File: config.mk
export PLATFORM = sky130hd
export DESIGN_NAME = syl_seq
export DESIGN_NICKNAME = d
export VERILOG_FILES = /design/src/rtl/syl_seq_pkg.sv /design/src/rtl/syl_seq_pc.sv /design/src/rtl/syl_seq_fetch.sv /design/src/rtl/syl_seq_decode.sv /design/src/rtl/syl_seq.sv
export SDC_FILE = /design/constraint.sdc
export NUM_CORES = 1
export LEC_CHECK = 0
export BUFFER_PORTS_ARGS = -buffer_cell sky130_fd_sc_hd__clkbuf_2
export CAP_MARGIN = 0
export CORE_UTILIZATION = 40
export DETAILED_ROUTE_END_ITERATION = 12
export PLACE_DENSITY = 0.75
export SLEW_MARGIN = 25
export SYNTH_ARGS = -nofsm -noshare
export SYNTH_HDL_FRONTEND = slang
export SYNTH_SLANG_ARGS = --single-unit
File: constraint.sdc
create_clock -name clk -period 2.76 [get_ports clk]
set_input_delay 0.552 -clock clk [delete_from_list [all_inputs] [get_ports clk]]
set_output_delay 0.552 -clock clk [all_outputs]
set_load 0.005 [all_outputs]
File: src/rtl/syl_seq_pkg.sv
// Shared types for the syllable fetch sequencer.
// Assumes syllables carry their kind in the two most significant bits.
package syl_seq_pkg;

    typedef enum logic [1:0] {
        SK_OPER  = 2'b00,
        SK_LIT   = 2'b01,
        SK_VCALL = 2'b10,
        SK_DCALL = 2'b11
    } syl_kind_e;

    typedef enum logic [1:0] {
        FS_REQ  = 2'b00,
        FS_WAIT = 2'b01,
        FS_RUN  = 2'b10
    } fetch_st_e;

endpackage

File: src/rtl/syl_seq_pc.sv
// Program position register: word address plus syllable index.
// Advances by one syllable or by a signed relative distance when stepped.
// Assumes SPW is a power of two, so the index wraps into the word part.
module syl_seq_pc #(
    parameter int AW         = 8,
    parameter int IDX_W      = 2,
    parameter int DIST_W     = 10,
    parameter int RESET_WORD = 0
) (
    input  logic              clk,
    input  logic              rst_n,
    input  logic              step_i,
    input  logic              br_i,
    input  logic [DIST_W-1:0] dist_i,
    output logic [AW-1:0]     word_o,
    output logic [IDX_W-1:0]  idx_o,
    output logic              word_chg_o
);
    localparam int PCW   = AW + IDX_W;
    localparam int EXT_W = (PCW > DIST_W) ? PCW : DIST_W;
    localparam logic [IDX_W-1:0] LAST_IDX = {IDX_W{1'b1}};

    logic [PCW-1:0]   pc_q;
    logic [PCW-1:0]   pc_nxt;
    logic [EXT_W-1:0] dist_ext;
    logic [EXT_W-1:0] pc_ext;

    assign dist_ext = EXT_W'($signed(dist_i));
    assign pc_ext   = EXT_W'(pc_q);

    // Next position: relative branch target or the following syllable.
    always_comb begin
        if (br_i) begin
            pc_nxt = PCW'(pc_ext + dist_ext);
        end else begin
            pc_nxt = pc_q + PCW'(1);
        end
    end

    assign word_chg_o = (pc_nxt[PCW-1:IDX_W] != pc_q[PCW-1:IDX_W]);
    assign word_o     = pc_q[PCW-1:IDX_W];
    assign idx_o      = pc_q[IDX_W-1:0];

    // Position register, loaded only when a syllable is consumed.
    always_ff @(posedge clk) begin
        if (!rst_n) begin
            pc_q <= {AW'(RESET_WORD), {IDX_W{1'b0}}};
        end else if (step_i) begin
            pc_q <= pc_nxt;
        end
    end

    assert_seq_step_R3: assert property (@(posedge clk) disable iff (!rst_n)
        (step_i && !br_i && idx_o != LAST_IDX)
            |=> (idx_o == $past(idx_o) + IDX_W'(1)) && (word_o == $past(word_o)))
        else $error("sequential step did not move to next index");

    assert_word_wrap_R11: assert property (@(posedge clk) disable iff (!rst_n)
        (step_i && !br_i && idx_o == LAST_IDX)
            |=> (word_o == $past(word_o) + AW'(1)) && (idx_o == '0))
        else $error("last syllable did not advance to next word");

endmodule

File: src/rtl/syl_seq_fetch.sv
// Word fetch control: requests a word, captures it one cycle later and
// marks the stream valid until a step leaves the current word.
// Assumes the memory answers every request in exactly the next cycle.
module syl_seq_fetch
    import syl_seq_pkg::*;
#(
    parameter int WORD_W = 48
) (
    input  logic              clk,
    input  logic              rst_n,
    input  logic              step_i,
    input  logic              word_chg_i,
    input  logic [WORD_W-1:0] mem_rdata_i,
    output logic              mem_req_o,
    output logic              run_o,
    output logic [WORD_W-1:0] word_o
);
    fetch_st_e st_q;
    fetch_st_e st_nxt;

    // Next fetch state.
    always_comb begin
        st_nxt = st_q;
        unique case (st_q)
            FS_REQ:  st_nxt = FS_WAIT;
            FS_WAIT: st_nxt = FS_RUN;
            FS_RUN:  if (step_i && word_chg_i) st_nxt = FS_REQ;
            default: st_nxt = FS_REQ;
        endcase
    end

    // State register.
    always_ff @(posedge clk) begin
        if (!rst_n) begin
            st_q <= FS_REQ;
        end else begin
            st_q <= st_nxt;
        end
    end

    // Word buffer, filled in the cycle the memory data is present.
    always_ff @(posedge clk) begin
        if (!rst_n) begin
            word_o <= '0;
        end else if (st_q == FS_WAIT) begin
            word_o <= mem_rdata_i;
        end
    end

    assign mem_req_o = (st_q == FS_REQ);
    assign run_o     = (st_q == FS_RUN);

    assert_fetch_gap_R2: assert property (@(posedge clk) disable iff (!rst_n)
        mem_req_o |=> !run_o)
        else $error("stream valid in the data-return cycle");

    assert_req_once_R2: assert property (@(posedge clk) disable iff (!rst_n)
        mem_req_o |=> !mem_req_o)
        else $error("request held for more than one cycle");

endmodule

File: src/rtl/syl_seq_decode.sv
// Selects the indexed syllable from the buffered word and classifies it.
// Index 0 is the leftmost (most significant) syllable.
// Strobes are qualified by the valid input.
module syl_seq_decode
    import syl_seq_pkg::*;
#(
    parameter int SYL_W = 12,
    parameter int SPW   = 4,
    parameter int IDX_W = 2
) (
    input  logic                 clk,
    input  logic                 rst_n,
    input  logic [SYL_W*SPW-1:0] word_i,
    input  logic [IDX_W-1:0]     idx_i,
    input  logic                 valid_i,
    output logic [SYL_W-1:0]     syl_o,
    output logic [SYL_W-3:0]     payload_o,
    output logic                 oper_stb_o,
    output logic                 lit_stb_o,
    output logic                 vcall_stb_o,
    output logic                 dcall_stb_o
);
    logic [SYL_W-1:0] slot [SPW];
    syl_kind_e        kind;

    for (genvar g = 0; g < SPW; g++) begin : g_slot
        assign slot[g] = word_i[SYL_W*(SPW-g)-1 -: SYL_W];
    end

    assign syl_o     = slot[idx_i];
    assign payload_o = syl_o[SYL_W-3:0];
    assign kind      = syl_kind_e'(syl_o[SYL_W-1 -: 2]);

    // One strobe per syllable kind, only while a syllable is valid.
    always_comb begin
        oper_stb_o  = 1'b0;
        lit_stb_o   = 1'b0;
        vcall_stb_o = 1'b0;
        dcall_stb_o = 1'b0;
        if (valid_i) begin
            unique case (kind)
                SK_OPER:  oper_stb_o  = 1'b1;
                SK_LIT:   lit_stb_o   = 1'b1;
                SK_VCALL: vcall_stb_o = 1'b1;
                SK_DCALL: dcall_stb_o = 1'b1;
                default:  oper_stb_o  = 1'b0;
            endcase
        end
    end

    assert_one_strobe_R4: assert property (@(posedge clk) disable iff (!rst_n)
        valid_i |-> $countones({oper_stb_o, lit_stb_o, vcall_stb_o, dcall_stb_o}) == 1)
        else $error("valid syllable without exactly one strobe");

    assert_no_strobe_R4: assert property (@(posedge clk) disable iff (!rst_n)
        !valid_i |-> !(oper_stb_o || lit_stb_o || vcall_stb_o || dcall_stb_o))
        else $error("strobe without a valid syllable");

endmodule

File: src/rtl/syl_seq.sv
// Top of the syllable fetch sequencer: ties the position register, the
// fetch control and the decoder together. Hold freezes the stream; a branch
// is honoured only on a valid, unheld syllable.
module syl_seq #(
    parameter int AW     = 8,
    parameter int SYL_W  = 12,
    parameter int SPW    = 4,
    parameter int DIST_W = 10
) (
    input  logic                       clk,
    input  logic                       rst_n,
    input  logic                       hold_i,
    input  logic                       br_valid_i,
    input  logic [DIST_W-1:0]          br_dist_i,
    output logic                       mem_req_o,
    output logic [AW-1:0]              mem_addr_o,
    input  logic [SYL_W*SPW-1:0]       mem_rdata_i,
    output logic                       syl_valid_o,
    output logic [SYL_W-1:0]           syl_o,
    output logic [SYL_W-3:0]           payload_o,
    output logic                       oper_stb_o,
    output logic                       lit_stb_o,
    output logic                       vcall_stb_o,
    output logic                       dcall_stb_o,
    output logic [AW-1:0]              pc_word_o,
    output logic [$clog2(SPW)-1:0]     pc_idx_o
);
    localparam int IDX_W  = $clog2(SPW);
    localparam int WORD_W = SYL_W * SPW;

    logic              run;
    logic              step;
    logic              br_take;
    logic              word_chg;
    logic [WORD_W-1:0] word_buf;

    assign step    = run && !hold_i;
    assign br_take = step && br_valid_i;

    syl_seq_pc #(
        .AW(AW), .IDX_W(IDX_W), .DIST_W(DIST_W), .RESET_WORD(0)
    ) u_pc (
        .clk(clk), .rst_n(rst_n), .step_i(step), .br_i(br_take),
        .dist_i(br_dist_i), .word_o(pc_word_o), .idx_o(pc_idx_o),
        .word_chg_o(word_chg)
    );

    syl_seq_fetch #(
        .WORD_W(WORD_W)
    ) u_fetch (
        .clk(clk), .rst_n(rst_n), .step_i(step), .word_chg_i(word_chg),
        .mem_rdata_i(mem_rdata_i), .mem_req_o(mem_req_o), .run_o(run),
        .word_o(word_buf)
    );

    syl_seq_decode #(
        .SYL_W(SYL_W), .SPW(SPW), .IDX_W(IDX_W)
    ) u_dec (
        .clk(clk), .rst_n(rst_n), .word_i(word_buf), .idx_i(pc_idx_o),
        .valid_i(run), .syl_o(syl_o), .payload_o(payload_o),
        .oper_stb_o(oper_stb_o), .lit_stb_o(lit_stb_o),
        .vcall_stb_o(vcall_stb_o), .dcall_stb_o(dcall_stb_o)
    );

    assign syl_valid_o = run;
    assign mem_addr_o  = pc_word_o;

    assert_hold_freeze_R9: assert property (@(posedge clk) disable iff (!rst_n)
        (syl_valid_o && hold_i)
            |=> syl_valid_o && $stable(syl_o) && $stable(pc_word_o) && $stable(pc_idx_o))
        else $error("held syllable changed");

    assert_inword_branch_R7: assert property (@(posedge clk) disable iff (!rst_n)
        (br_take && !word_chg) |=> syl_valid_o && !mem_req_o)
        else $error("in-word branch caused a bubble");

    assert_far_branch_R8: assert property (@(posedge clk) disable iff (!rst_n)
        (br_take && word_chg) |=> mem_req_o && !syl_valid_o)
        else $error("word-changing branch did not refetch");

endmodule

### Word-level counts from Yosys, hierarchy flattened

Index checks and enable logic that the tools add are counted.

| operators by class | value |
|---|---|
| multiplexer cells | 14 |
| $lt $le $gt $ge | 1 |
| equal/unequal tests | 7 |
| reduce and logical (&&, ||, !) cells | 6 |
| bitwise operators | 1 |
| $add $sub $neg | 2 |

Operator list:

| operator | count |
|---|---|
| $bmux 12 s2 | 1 |
| $mux 12 | 2 |
| $add 10x1->10 const B | 1 |
| $add 10x10->10 | 1 |
| $mux 10 | 1 |
| $mux 1 | 8 |
| $ne 8x8->1 | 1 |
| $eq 2x2->1 const B | 3 |
| $pmux 2 s3 | 1 |
| $eq 2x1->1 const B | 2 |
| $logic_not 2->1 | 2 |
| $ge 3x3->1 const B | 1 |
| $logic_and 1x1->1 | 3 |
| $not 2->3 | 1 |
| $mux 2 | 1 |
| $ne 2x1->1 const B | 1 |
| $logic_not 1->1 | 1 |

| word-level totals | value |
|---|---|
| input port bits | 62 |
| output and inout port bits | 46 |
| register bits | 60 |

### Logic depth before layout (Yosys ltp)

| depth | value |
|---|---|
| depth in word-level cells | 8 |
| gate-level depth with buffers | 13 |
| mapped depth without buffers | 11 |

### Cells and area by module

Synthesis repeated with hierarchy kept, for this count alone.

| unflattened totals | value |
|---|---|
| cells, all modules | 386 |
| area, all modules | 3,427.0 um2 |

By module, submodules not included:

| module | area each (um2) | cells each | sequential area each (um2) | instances |
|---|---|---|---|---|
| syl_seq_fetch | 1,859.3 | 217 | 1,001.0 | 1 |
| syl_seq_pc | 1,106.1 | 130 | 200.2 | 1 |
| syl_seq_decode | 386.6 | 29 | 0.0 | 1 |
| syl_seq | 75.1 | 10 | 0.0 | 1 |

### Worst setup path before layout

OpenSTA, ideal clock, no wires.

| timing | value |
|---|---|
| path type | input to register |
| start point | in hold_i |
| end point | reg u_fetch.st_q[1] |
| stages on the path | 11 |
| required time | 2.686 ns |
| setup slack | -0.123 ns |
| arrival time | 2.809 ns |
| cell sequence | nor2_1 -> clkbuf_1 -> clkbuf_1 -> nand3b_1 -> ha_1 -> fa_1 -> xnor2_1 -> xnor2_1 -> a2111oi_0 -> nand4b_1 -> o21ai_0 |

| between the ends | value |
|---|---|
| cells in the longest elaborated chain, start to end | 7 |

Ends and longest elaborated chain:

| element | RTL line | text |
|---|---|---|
| start, declared | syl_seq.sv:12 | `input logic hold_i,` |
| $logic_not 1->1 * | syl_seq.sv:37 | `assign step = run && !hold_i;` |
| $logic_and 1x1->1 * | syl_seq.sv:37 |  |
| $logic_and 1x1->1 | syl_seq.sv:38 | `assign br_take = step && br_valid_i;` |
| $mux 10 | syl_seq_pc.sv:33 | `if (br_i) begin` |
| $ne 8x8->1 | syl_seq_pc.sv:40 | `assign word_chg_o = (pc_nxt[PCW-1:IDX_W] != pc_q[PCW-1:IDX_W]);` |
| $logic_and 1x1->1 * | syl_seq_fetch.sv:27 | `FS_RUN: if (step_i && word_chg_i) st_nxt = FS_REQ;` |
| $ne 2x1->1 (no source line) * | n/a |  |
| end signal, assigned | syl_seq_fetch.sv:37 | `st_q <= st_nxt;` |
| end, declared | syl_seq_fetch.sv:18 | `fetch_st_e st_q;` |

Every way passes the cells marked *; elsewhere a longest branch is shown, timed or not.
A chain may end at the register's enable or synchronous reset.

### Worst setup path in the final report

| timing | value |
|---|---|
| start point | reg u_fetch.st_q[0] |
| end point | reg u_pc.pc_q[9] (netlist: u_pc.pc_ext[9]) |

| between the ends | value |
|---|---|
| cells in the longest elaborated chain, start to end | 4 |

Ends and longest elaborated chain:

| element | RTL line | text |
|---|---|---|
| $eq 2x2->1 * | syl_seq_fetch.sv:51 | `assign run_o = (st_q == FS_RUN);` |
| $logic_and 1x1->1 * | syl_seq.sv:37 |  |
| $logic_and 1x1->1 | syl_seq.sv:38 |  |
| $mux 10 | syl_seq_pc.sv:33 |  |
| end signal, assigned | syl_seq_pc.sv:47 | `pc_q <= {AW'(RESET_WORD), {IDX_W{1'b0}}};` |
| end signal, assigned | syl_seq_pc.sv:49 | `pc_q <= pc_nxt;` |
| end, declared | syl_seq_pc.sv:23 | `logic [PCW-1:0] pc_q;` |

Marks and branches as above.

==> run summary <==
Clock Power Share -> 34.1%
delay-heaviest family, CP -> simple AND/OR/NAND/NOR gates
Die Y -> 91.9 um
HP Class -> in2reg
outcome -> completed
area of the die -> 0.00845 mm2
Pwr Density -> 628 mW/mm2
final wirelength -> 8.32 mm
period utilization -> 93.3%
vias post-DR -> 3024
# setup viols final -> 0
Synth top area share -> 37.1%
dpl hpwl -> 6.17 mm
final setup margin -> 185 ps
first-pass GRT wire length -> 13.4 mm
Simple-Gate Fraction of Synth Area -> 23.1%
Mean Syn Cell Area -> 8.17 um2
worst vdd ir -> 0.000284 V
worst endpoint data arrival time -> 2840 ps
CP Class -> reg2reg
Seq cells post-synth -> 60
clock buffer depth -> 2
clock-pin transition on the worst setup and hold timing paths -> 70 ps
Sequential Power Share -> 40.4%
P_int -> 0.00180 W
placed cell area -> 0.00384 mm2
Mapped Cells -> 396
initial antenna violation count -> 0
post-synthesis adder-cell area fraction -> 4.10%
max cap viols -> 0
vias in the first global route -> 2832
RePlAce Congestion -> 0.920
row count -> 32
Root Buffer Master -> clkbuf_8
Syn Nets -> 468
ANT nets after route -> 0
# fillers -> 761
Die Wd -> 91.9 um
TritonCTS Sinks -> 60
wire length per cell -> 13.9 um
main combinational cell family by area after synthesis -> simple AND/OR/NAND/NOR gates
worst slack at placement -> -54.0 ps
CTS buffer count -> 9
compound-gate portion of the synthesized area -> 14.8%
synth top area cells -> dfxtp_1, nand2_1, a21oi_1
vias per cell -> 5.05
Min Clock Period, post-route -> 2570 ps
skew final -> 10.9 ps
largest net degree at the start of global routing -> 50
# diodes -> 0
TritonRoute pass-1 iters -> 4
CTS resizes -> 0
Worst-Skew Late Latency -> 340 ps
boundary pin count -> 108
endpoint type of the worst setup path -> flop
H-tree depth -> 3
Final Hold Fails -> 0
Starting Density -> 41.7%
final max-slew violation count -> 0
WP buf/inv -> 1
Syn Std Cell Area -> 0.00324 mm2
CP Data Required Time -> 3020 ps
post-synth cell types -> 45
Core Area -> 0.00777 mm2
Slowest-stage cell, CP -> a211oi_4
CP max stage delay -> 380 ps
CP Cell Sequence -> nand2b_1, nor2_2, buf_6, and3_4, ha_1, a211oi_4, o21bai_2, a22oi_2, xnor2_1, or3_1, a21oi_1
RSZ-0062 raised after global routing -> yes
Synth Area in XOR/XNOR -> 4.91%
Sw Share -> 29.9%
count of flip-flops with a built-in enable after synthesis -> 0
mux cell area share after synthesis -> 8.35%
crit path max fanout -> 9
Buffers on Ports -> 107
CTS tree -> yes
yosys warns -> 0
Nets -> 564
P_sw -> 0.000766 W
hold_buf cts -> 0
Layout Area Growth over Synthesis -> 26.1%
FMAX -> 0.388 GHz
Yosys top cell by area -> dfxtp_1
ys flop type -> dfxtp_1
Worst Tran Pin Value -> 965 ps
Slew headroom -> 35.7%
final instance area -> 0.00408 mm2
setup bufs post-CTS -> 0
P_leak -> 1.78 nW
Post-synth ARST share -> 0%
total congestion overflow -> 0
total track usage -> 20.4%
number of remaining DRC errors -> 0
startpoint types -> flop
logic gate share of total power -> 25.5%
Initial DRC Count -> 121
register area share after synthesis -> 37.1%
proportion of layout cells with a drive suffix above 1 -> 34.4%
[routing by layer]
layer  global-route usage [%]  up-vias  wire length [um]  part of all wire [%]
met1                     26.6     1401              3900                    47
met4                     9.64        0               191                   2.3
met5                        0        -                 0                     0
met3                     3.81       17               370                   4.4
met2                     32.5       75              3860                    46
li1                         -     1531                 -                     -
[state kept, by name (all words and copies together), names as in the netlist]
register,count
u_fetch.word_o,48
u_fetch.st_q,2
u_pc.pc_ext,10
[cells in the mapped netlist, types with 3 or more instances]
library cell  count
a211oi_1          3
a21oi_1          62
and3_1            8
buf_1             3
buf_4            18
clkbuf_1         21
dfxtp_1          60
ha_1              9
mux4_2           12
nand2_1         120
nand2b_1          5
nand3_1           4
nor2_1            9
nor3_1            4
nor4b_1           4
o21ai_0           7
xnor2_1          11
[cell families (layout without fill, tap and decap cells)]
logic type,Yosys count,count (layout)
xor gates and xnor gates,15,15
and+or+nand+nor,169,169
muxes,12,12
DFF,60,60
AOI/OAI and AO/OA,83,83
buffers and inverters,47,148
adders and majority gates,10,10
[power by group through the flow]
stage	Clock (W)	Sequential (W)	Combinational, W
floorplan	0	0.00104	0.000438
global placement	0	0.00105	0.000641
detailed placement	0	0.00105	0.000654
CTS	0.000887	0.00103	0.000656
global route	0.000931	0.00105	0.000734
finish	0.000873	0.00104	0.000654
[through the flow]
step / power [W] / std cells / TNS, ps / util (%) / hold WS, ps
4_1_cts: 0.00258 / 599 / 0 / 52.2 / 419
3_3_place_gp: 0.00169 / 583 / 0 / 49.4 / 439
3_5_place_dp: 0.00171 / 583 / -83.6 / 49.4 / 447
2_1_floorplan: 0.00148 / 396 / 0 / - / 433
6_report: 0.00256 / 599 / 0 / 52.5 / 425
5_1_grt: 0.00271 / 599 / -10.4 / 52.5 / 422
[path summary, 6_finish.rpt]
check | startpoint | to | slack (ps) | cells past startpoint
worst max-delay path | u_fetch.st_q[0]$_SDFFE_PN0P_ | u_pc.pc_ext[9]$_SDFFE_PN0N_ | 190 | 11
worst min-delay path | mem_rdata_i[2] | u_fetch.word_o[2]$_SDFFE_PN0N_ | 420 | 3
worst max register to register | u_fetch.st_q[0]$_SDFFE_PN0P_ | u_pc.pc_ext[9]$_SDFFE_PN0N_ | 190 | 11
worst min register to register | u_fetch.word_o[23]$_SDFFE_PN0N_ | u_fetch.word_o[23]$_SDFFE_PN0N_ | 450 | 2
[layout make-up]
| type | count | area, um2 | share of cell area, % |
|---|---|---|---|
| clock buffers | 12 | 145 | 3.56 |
| clock inverters | 4 | 72.6 | 1.78 |
| inverters | 3 | 11.3 | 0.276 |
| multi-input cells | 289 | 1820 | 44.6 |
| flip-flops and latches | 60 | 1200 | 29.4 |
| well taps | 102 | 128 | 3.13 |
| repair buffers | 129 | 704 | 17.3 |
[cell usage in the layout, fill, tap and decap left out, drive strengths merged, types with 3 or more instances in the layout]
cell,netlist,layout
dfxtp,60,60
nand2b,5,5
nand3,4,4
clkbuf,21,119
ha,9,9
mux4,12,12
o21ai,8,8
nand2,120,120
a21oi,62,62
xnor2,11,11
nor2,9,9
inv,3,3
and3,8,8
a211oi,4,4
nor3,4,4
nor4b,4,4
buf,23,22
[worst reg2reg max path, cell delays in order, from the launching register on]
cell and delay (ps):
dfxtp_1 310, nand2b_1 190, nor2_2 180, buf_6 150
and3_4 200, ha_1 250, a211oi_4 380, o21bai_2 120
a22oi_2 200, xnor2_1 90, or3_1 300, a21oi_1 140
Note: power is estimated with default switching activity, not from simulation.
